## config.mk

```make
export PLATFORM = sky130hd
export DESIGN_NAME = lfsr_chain_timer
export DESIGN_NICKNAME = d
export VERILOG_FILES = /design/src/rtl/lfsr_chain_pkg.sv /design/src/rtl/lfsr_chain_feedback.sv /design/src/rtl/lfsr_chain_stage.sv /design/src/rtl/lfsr_chain_timer.sv
export SDC_FILE = /design/constraint.sdc
export NUM_CORES = 1
export LEC_CHECK = 0
export ABC_AREA = 0
export CORE_UTILIZATION = 50
export CTS_CLUSTER_DIAMETER = 80
export DETAILED_ROUTE_END_ITERATION = 16
export DONT_BUFFER_PORTS = 1
export HOLD_SLACK_MARGIN = 0.03
export PLACE_DENSITY = 0.68
export SLEW_MARGIN = 5
export SYNTH_ARGS = -nofsm -noshare
export SYNTH_HDL_FRONTEND = slang
export SYNTH_SLANG_ARGS = --single-unit
export TNS_END_PERCENT = 100
```

## constraint.sdc

```tcl
create_clock -name clk_i -period 1.8 [get_ports clk_i]
set_clock_uncertainty 0.05 [all_clocks]
set_input_delay 0.36 -clock clk_i [delete_from_list [all_inputs] [get_ports clk_i]]
set_output_delay 0.36 -clock clk_i [all_outputs]
set_load 0.03 [all_outputs]
```

## src/rtl/lfsr_chain_pkg.sv

```systemverilog
package lfsr_chain_pkg;

   localparam int unsigned MIN_W   = 3;
   localparam int unsigned MAX_W   = 16;
   localparam int unsigned MAX_LEN = (32'd1 << MAX_W) - 32'd1;
   localparam int unsigned CNT_W   = MAX_W + 1;

   typedef logic [MAX_W-1:0] lfsr_word_t;

   // Maximal-length tap set per width, bit i set means register bit i feeds back
   function automatic lfsr_word_t tap_mask(input int unsigned w);
      lfsr_word_t m;
      case (w)
         3:       m = 16'h0006;
         4:       m = 16'h000C;
         5:       m = 16'h0014;
         6:       m = 16'h0030;
         7:       m = 16'h0060;
         8:       m = 16'h00B8;
         9:       m = 16'h0110;
         10:      m = 16'h0240;
         11:      m = 16'h0500;
         12:      m = 16'h0829;
         13:      m = 16'h100D;
         14:      m = 16'h2015;
         15:      m = 16'h6000;
         16:      m = 16'hD008;
         default: m = 16'h0006;
      endcase
      return m;
   endfunction

   // Low w bits set
   function automatic lfsr_word_t width_mask(input int unsigned w);
      lfsr_word_t m;
      m = '0;
      for (int unsigned i = 0; i < MAX_W; i++) begin
         if (i < w) m[i] = 1'b1;
      end
      return m;
   endfunction

   // Smallest width whose period covers len
   function automatic int unsigned width_for_len(input int unsigned len);
      int unsigned r;
      bit          found;
      r     = MAX_W;
      found = 1'b0;
      for (int unsigned n = MIN_W; n <= MAX_W; n++) begin
         if (!found && (((32'd1 << n) - 32'd1) >= len)) begin
            r     = n;
            found = 1'b1;
         end
      end
      return r;
   endfunction

   // One shift of the register, new bit enters at position 0
   function automatic lfsr_word_t lfsr_step(input lfsr_word_t s,
                                            input int unsigned w,
                                            input bit xnor_fb);
      logic fb;
      fb = ^(s & tap_mask(w));
      if (xnor_fb) fb = ~fb;
      return ((s << 1) | {{(MAX_W-1){1'b0}}, fb}) & width_mask(w);
   endfunction

   // State reached after len-1 steps from the seed
   function automatic lfsr_word_t terminal_state(input lfsr_word_t seed,
                                                 input int unsigned w,
                                                 input bit xnor_fb,
                                                 input int unsigned len);
      lfsr_word_t s;
      s = seed & width_mask(w);
      for (int unsigned i = 1; i < len; i++) begin
         s = lfsr_step(s, w, xnor_fb);
      end
      return s;
   endfunction

   // Pattern the feedback can never leave
   function automatic lfsr_word_t lock_state(input int unsigned w, input bit xnor_fb);
      return xnor_fb ? width_mask(w) : '0;
   endfunction

endpackage

```

## src/rtl/lfsr_chain_feedback.sv

```systemverilog
module lfsr_chain_feedback #(
   parameter int unsigned W       = 8,
   parameter logic [W-1:0] TAPS   = '1,
   parameter bit          XNOR_FB = 1'b0
) (
   input  logic [W-1:0] state_i,
   output logic [W-1:0] next_o
);

   logic fb;

   if (W < 3) begin : g_bad_w
      $error("lfsr_chain_feedback: W must be at least 3");
   end

   if (XNOR_FB) begin : g_xnor
      assign fb = ~^(state_i & TAPS);
   end else begin : g_xor
      assign fb = ^(state_i & TAPS);
   end

   assign next_o = {state_i[W-2:0], fb};

endmodule

```

## src/rtl/lfsr_chain_stage.sv

```systemverilog
module lfsr_chain_stage
   import lfsr_chain_pkg::*;
#(
   parameter int unsigned LEN     = 8,
   parameter logic [15:0] SEED    = 16'h0001,
   parameter bit          XNOR_FB = 1'b0
) (
   input  logic clk_i,
   input  logic rst_i,
   input  logic start_i,
   output logic done_o,
   output logic active_o
);

   localparam int unsigned W         = width_for_len(LEN);
   localparam lfsr_word_t  SEED_FULL = SEED & width_mask(W);
   localparam lfsr_word_t  TERM_FULL = terminal_state(SEED, W, XNOR_FB, LEN);
   localparam lfsr_word_t  LOCK_FULL = lock_state(W, XNOR_FB);
   localparam lfsr_word_t  TAP_FULL  = tap_mask(W);
   localparam logic [W-1:0] SEED_W   = SEED_FULL[W-1:0];
   localparam logic [W-1:0] TERM_W   = TERM_FULL[W-1:0];
   localparam logic [W-1:0] LOCK_W   = LOCK_FULL[W-1:0];
   localparam logic [W-1:0] TAP_W    = TAP_FULL[W-1:0];
   localparam logic [CNT_W-1:0] LEN_C = CNT_W'(LEN);

   if (LEN == 0 || LEN > MAX_LEN) begin : g_bad_len
      $error("lfsr_chain_stage: LEN out of range");
   end
   if (SEED_W == LOCK_W) begin : g_bad_seed
      $error("lfsr_chain_stage: seed equals the lock-up pattern");
   end

   logic [W-1:0] state_q;
   logic [W-1:0] state_next;
   logic         active_q;
   logic         at_term;

   lfsr_chain_feedback #(
      .W       (W),
      .TAPS    (TAP_W),
      .XNOR_FB (XNOR_FB)
   ) u_fb (
      .state_i (state_q),
      .next_o  (state_next)
   );

   assign at_term  = (state_q == TERM_W);
   assign done_o   = active_q & at_term;
   assign active_o = active_q;

   always_ff @(posedge clk_i) begin
      if (rst_i) begin
         state_q  <= SEED_W;
         active_q <= 1'b0;
      end else if (active_q) begin
         if (at_term) begin
            state_q  <= SEED_W;
            active_q <= 1'b0;
         end else begin
            state_q  <= state_next;
         end
      end else if (start_i) begin
         active_q <= 1'b1;
      end
   end

   // Cycle count of the current run, used only by the length check
   logic [CNT_W-1:0] run_cnt_q;
   always_ff @(posedge clk_i) begin
      if (rst_i) begin
         run_cnt_q <= '0;
      end else if (!active_q && start_i) begin
         run_cnt_q <= CNT_W'(1);
      end else if (active_q && !done_o) begin
         run_cnt_q <= run_cnt_q + CNT_W'(1);
      end else if (done_o) begin
         run_cnt_q <= '0;
      end
   end

   AST_RUN_LENGTH: assert property (@(posedge clk_i) disable iff (rst_i)
      done_o |-> (run_cnt_q == LEN_C));
   AST_NO_EARLY: assert property (@(posedge clk_i) disable iff (rst_i)
      (active_q && run_cnt_q < LEN_C) |-> !done_o);
   AST_PULSE_ONE: assert property (@(posedge clk_i) disable iff (rst_i)
      done_o |=> !done_o);
   AST_NO_LOCK: assert property (@(posedge clk_i) disable iff (rst_i)
      state_q != LOCK_W);
   AST_IDLE_SEED: assert property (@(posedge clk_i) disable iff (rst_i)
      !active_q |-> (state_q == SEED_W));

endmodule

```

## src/rtl/lfsr_chain_timer.sv

```systemverilog
module lfsr_chain_timer
   import lfsr_chain_pkg::*;
#(
   parameter int unsigned NUM_STAGES = 3,
   parameter logic [NUM_STAGES-1:0][31:0] STAGE_LEN = {32'd48, 32'd8, 32'd8},
   parameter logic [15:0] SEED    = 16'h0001,
   parameter bit          XNOR_FB = 1'b0
) (
   input  logic                  clk_i,
   input  logic                  rst_i,
   input  logic                  start_i,
   output logic [NUM_STAGES-1:0] done_o
);

   if (NUM_STAGES < 1) begin : g_bad_n
      $error("lfsr_chain_timer: NUM_STAGES must be at least 1");
   end

   logic [NUM_STAGES-1:0] active_w;
   logic [NUM_STAGES-1:0] kick_w;
   logic                  busy;

   assign busy = |active_w;

   for (genvar k = 0; k < NUM_STAGES; k++) begin : g_stage
      if (k == 0) begin : g_head
         assign kick_w[k] = start_i & ~busy;
      end else begin : g_link
         assign kick_w[k] = done_o[k-1];
      end

      lfsr_chain_stage #(
         .LEN     (int'(STAGE_LEN[k])),
         .SEED    (SEED),
         .XNOR_FB (XNOR_FB)
      ) u_stage (
         .clk_i    (clk_i),
         .rst_i    (rst_i),
         .start_i  (kick_w[k]),
         .done_o   (done_o[k]),
         .active_o (active_w[k])
      );
   end

   for (genvar k = 0; k + 1 < NUM_STAGES; k++) begin : g_handoff_chk
      AST_HANDOFF: assert property (@(posedge clk_i) disable iff (rst_i)
         done_o[k] |=> active_w[k+1]);
   end

   AST_ONE_MILESTONE: assert property (@(posedge clk_i) disable iff (rst_i)
      $onehot0(done_o));
   AST_IGNORE_BUSY: assert property (@(posedge clk_i) disable iff (rst_i)
      (start_i && busy && !active_w[0]) |=> !active_w[0]);

endmodule

```

# After elaboration in Yosys (flattened, before gate mapping)
# Index checks and enable logic that the tools add are counted.
# word_totals
reg_bits	17
out_inout_bits	3
wordCells	30
ramBits	0
mem_bits_ro	0
n_memories	0
latch_bits	0
# op_classes
shift	0
n_addsub	0
div_mod_pow	0
n_lt_le_gt_ge	0
eq_ne	3
n_reduce_logical	4
muxes	12
mul	0
bitwise	5
# op_table
operator	n
$mux W1	9
$eq A4 B4 Y1 const B	2
$mux W4	2
$reduce_xor A4 Y1	2
$eq A6 B6 Y1 const B	1
$mux W6	1
$reduce_xor A6 Y1	1
$and A1 B1 Y1	4
$reduce_or A3 Y1	1
$not A1 Y1	1

# Logic depth before layout (Yosys ltp)
# depth
word_depth	5
depth_mapped	6

# By module
# A second synthesis with hierarchy kept.
# unflattened
hier_cells	87
hier_area_um2	937.1
# by_module_without_submodules
module	cells_each	area_each_um2	seq_area_each_um2	n_inst
lfsr_chain_stage (g_stage[0].u_stage ...)	18	221.5	100.1	2
lfsr_chain_stage (g_stage[2].u_stage)	31	332.8	140.1	1
lfsr_chain_feedback (g_stage[0].u_stage.u_fb ...)	5	38.8	0.0	2
lfsr_chain_feedback (g_stage[2].u_stage.u_fb)	7	53.8	0.0	1
lfsr_chain_timer	3	30.0	0.0	1

# Worst setup path after synthesis
# OpenSTA, ideal clock, no wires.
# synth_path
path_type	register -> output
start	register g_stage[2].u_stage.state_q[4]
end	output port done_o[2]
slack_ns	0.258
stages_incl_launch_ff	7
required_ns	1.390
arrival_time_ns	1.132
n_path_buf	1
path_cell_list	dfxtp_1 -> inv_1 -> ha_1 -> nand3b_1 -> nor3b_2 -> and2_1 -> buf_4
# synth_between
elab_chain_cells	2
# synth_rtl
element	line_no	source
from (decl)	lfsr_chain_stage.sv:33	logic [W-1:0] state_q;
from (signal assigned)	lfsr_chain_stage.sv:60	state_q <= state_next;
$eq A6 B6 Y1	lfsr_chain_stage.sv:47	assign at_term = (state_q == TERM_W);
$and A1 B1 Y1	lfsr_chain_stage.sv:48	assign done_o = active_q & at_term;
to (decl)	lfsr_chain_timer.sv:12	output logic [NUM_STAGES-1:0] done_o
# Every way passes these cells.

# Final worst setup path
# Ends and elaborated chain as after synthesis.

==> out/metrics.csv <==
metric,value,unit
dpl.hpwl,835,um
cts_buffer_depth,2,
synth_cells,80,
drtIter0Drc,3,
worst_slew_pin_slew,0.301,ns
p_per_area,778,nW/um^2
globalRouteTotalUtil,0.171,
wl,1140,um
routedWlPerCell,12.1,um
crit_arrival,1.33,ns
yosysUniqueCellTypes,24,
finalHoldViolCount,0,
end_kind,output pin,
die_w,41.1,um
core_area,1370,sq um
synth_area,763,sq um
min_path_type,primary input to flop,
slew_viol_final,0,
synth_edf_count,0,
worstSetupPathType,flop to output pin,
ys_warn_count,0,
io_pins,6,
start_util,0.559,
cts_sinks,17,
leakage,0.268,nW
die_area,1690,sq um
critPathCapture,done_o[2],
ff2ff_path_depth,5,
fin_crit_sh,0.969,
cts_tree,done,
fin_cells,94,
drv_cap,0,
cts_buffers,3,
ys_seq_area_frac,0.446,
fmaxAchievable,0.573,GHz
utilization,0.569,
mostFrequentLayoutCells,"dfxtp_1 (16), nor2_1 (10), mux2i_1 (6)",
synthesis.nets,86,
numPortBuffers,0,
drtAntennaViolNets,0,
mostFrequentLayoutCell,dfxtp_1,
setup_viol,0,
h-tree-depth,1,
firstDrtPassIters,4,
grt_pass1_wl,1840,um
final_layout_size_suffix_gt1_frac,0.152,
status,"finished, final reports clean",
cts-root-buf,clkbuf_4,
r2r-start,g_stage[0].u_stage.state_q[2],
antennaDiodeCount,0,
grt_pass1_vias,472,
setup_tns,0,ns
grt_setup_unrepaired,yes,
ir_drop,390,uV
crit_path_max_fanout,3,
dp_cells,90,
reg2reg_to,g_stage[0].u_stage.state_q[2],
ys_seq_elements,17,
viasPerCell,5.33,
synth_area_per_cell,9.54,sq um
insertion_delay,0.28,ns
placedInstanceArea,747,sq um
die_h,41.1,um
layout.nets,86,
cp-start-kind,flop,
dr_total_vias,501,
placementRows,13,
gp_congestion,0.603,
fin_crit,1.74,ns
rrSetupSlack,0.50,ns
syn2layout_area_growth,1.80,%
route.detailed.drc,0,
crit_start,g_stage[2].u_stage.state_q[4],
antenna_found_initial,0,
fin_hold_ws,0.0785,ns
crit_required,1.39,ns
synth_top_flop_cell,dfxtp_1,
grt_max_degree,18,
async_reset_ff_frac,0,
final_cell_area,777,sq um
cts.clk_slew.worst_paths,0.09,ns
grt_overflow_total,0,
slew_headroom,0.799,
==> synth_stat cells, drive strengths merged (3+ instances only) <==
| cell type | instances | share of area |
|---|---|---|
| dfxtp | 17 | 0.45 |
| nor2 | 10 | 0.049 |
| buf | 6 | 0.061 |
| mux2i | 6 | 0.079 |
| nand2 | 5 | 0.025 |
| nand2b | 5 | 0.041 |
| a21oi | 4 | 0.026 |
| ha | 3 | 0.049 |
| inv | 3 | 0.015 |
| o21ai | 3 | 0.020 |
==> worst min-delay path by stage <==
stage / start / to / cells past startpoint
3_5_place_dp: rst_i / g_stage[2].u_stage.active_o / 1
5_1_grt: rst_i / g_stage[2].u_stage.state_q[4] / 1
2_1_floorplan: g_stage[2].u_stage.state_q[4] / g_stage[2].u_stage.state_q[5] / 2
4_1_cts: rst_i / g_stage[2].u_stage.active_o / 1
6_report: rst_i / g_stage[2].u_stage.active_o / 1
3_3_place_gp: rst_i / g_stage[2].u_stage.active_o / 1
==> stage by stage <==
stage,power (mW),worst slack [ns]
floorplan,0.418,0.258
global placement,0.414,0.304
detailed placement,0.415,0.268
CTS,0.614,0.0285
global route,0.633,-0.0538
finish,0.604,0.0555
==> critical path: stages, from the launching register on <==
cell and delay, ns:
dfxtp_2 0.33, inv_1 0.05, ha_1 0.13, nand3b_1 0.10
nor3b_2 0.21, and2_4 0.23
==> timing repair <==
action                                 CTS  global route
setup endpoints to repair                1             1
hold buffers                             0             0
endpoints found under the hold margin    0             0
gates cloned                             0             0
setup buffers                            0             0
resized for setup                        2             1
pin swaps                                0             1
==> routing by layer <==
metal  vias to the layer above  GRT usage  wire (um)
met1                       227      0.187        533
met3                         2     0.0380         38
met5                         -          0          0
met2                         8      0.297        564
li1                        264          -          -
met4                         0      0.100          5
==> where the power goes <==
part           internal (mW)  leakage (nW)  switching [mW]  total (mW)
clock network         0.0860        0.0150           0.113       0.199
registers              0.383         0.138         0.00684       0.390
logic                0.00991         0.115         0.00601      0.0159
total                  0.479         0.268           0.125       0.604
==> sequential cells by signal, indices dropped and copies added (netlist names) <==
register	count
g_stage.u_stage.active_o	3
g_stage.u_stage.state_q	14
==> layout make-up <==
| cell class | instances | area [sq um] |
|---|---|---|
| Clock buffer | 4 | 26.3 |
| Fill cell | 128 | 589 |
| Inverter | 3 | 11.3 |
| Multi-Input combinational cell | 53 | 364 |
| Sequential cell | 17 | 342 |
| Tap cell | 15 | 18.8 |
| Timing Repair Buffer | 2 | 15.0 |
==> logic make-up after synthesis <==
kind of cell | Yosys count | synth area share
compound gates | 10 | 0.0820
fa+ha+maj | 3 | 0.0492
buf+inv | 10 | 0.0803
flops | 17 | 0.446
mux | 6 | 0.0787
simple gates | 34 | 0.264
No activity file was read; power rests on OpenSTA's default activity.
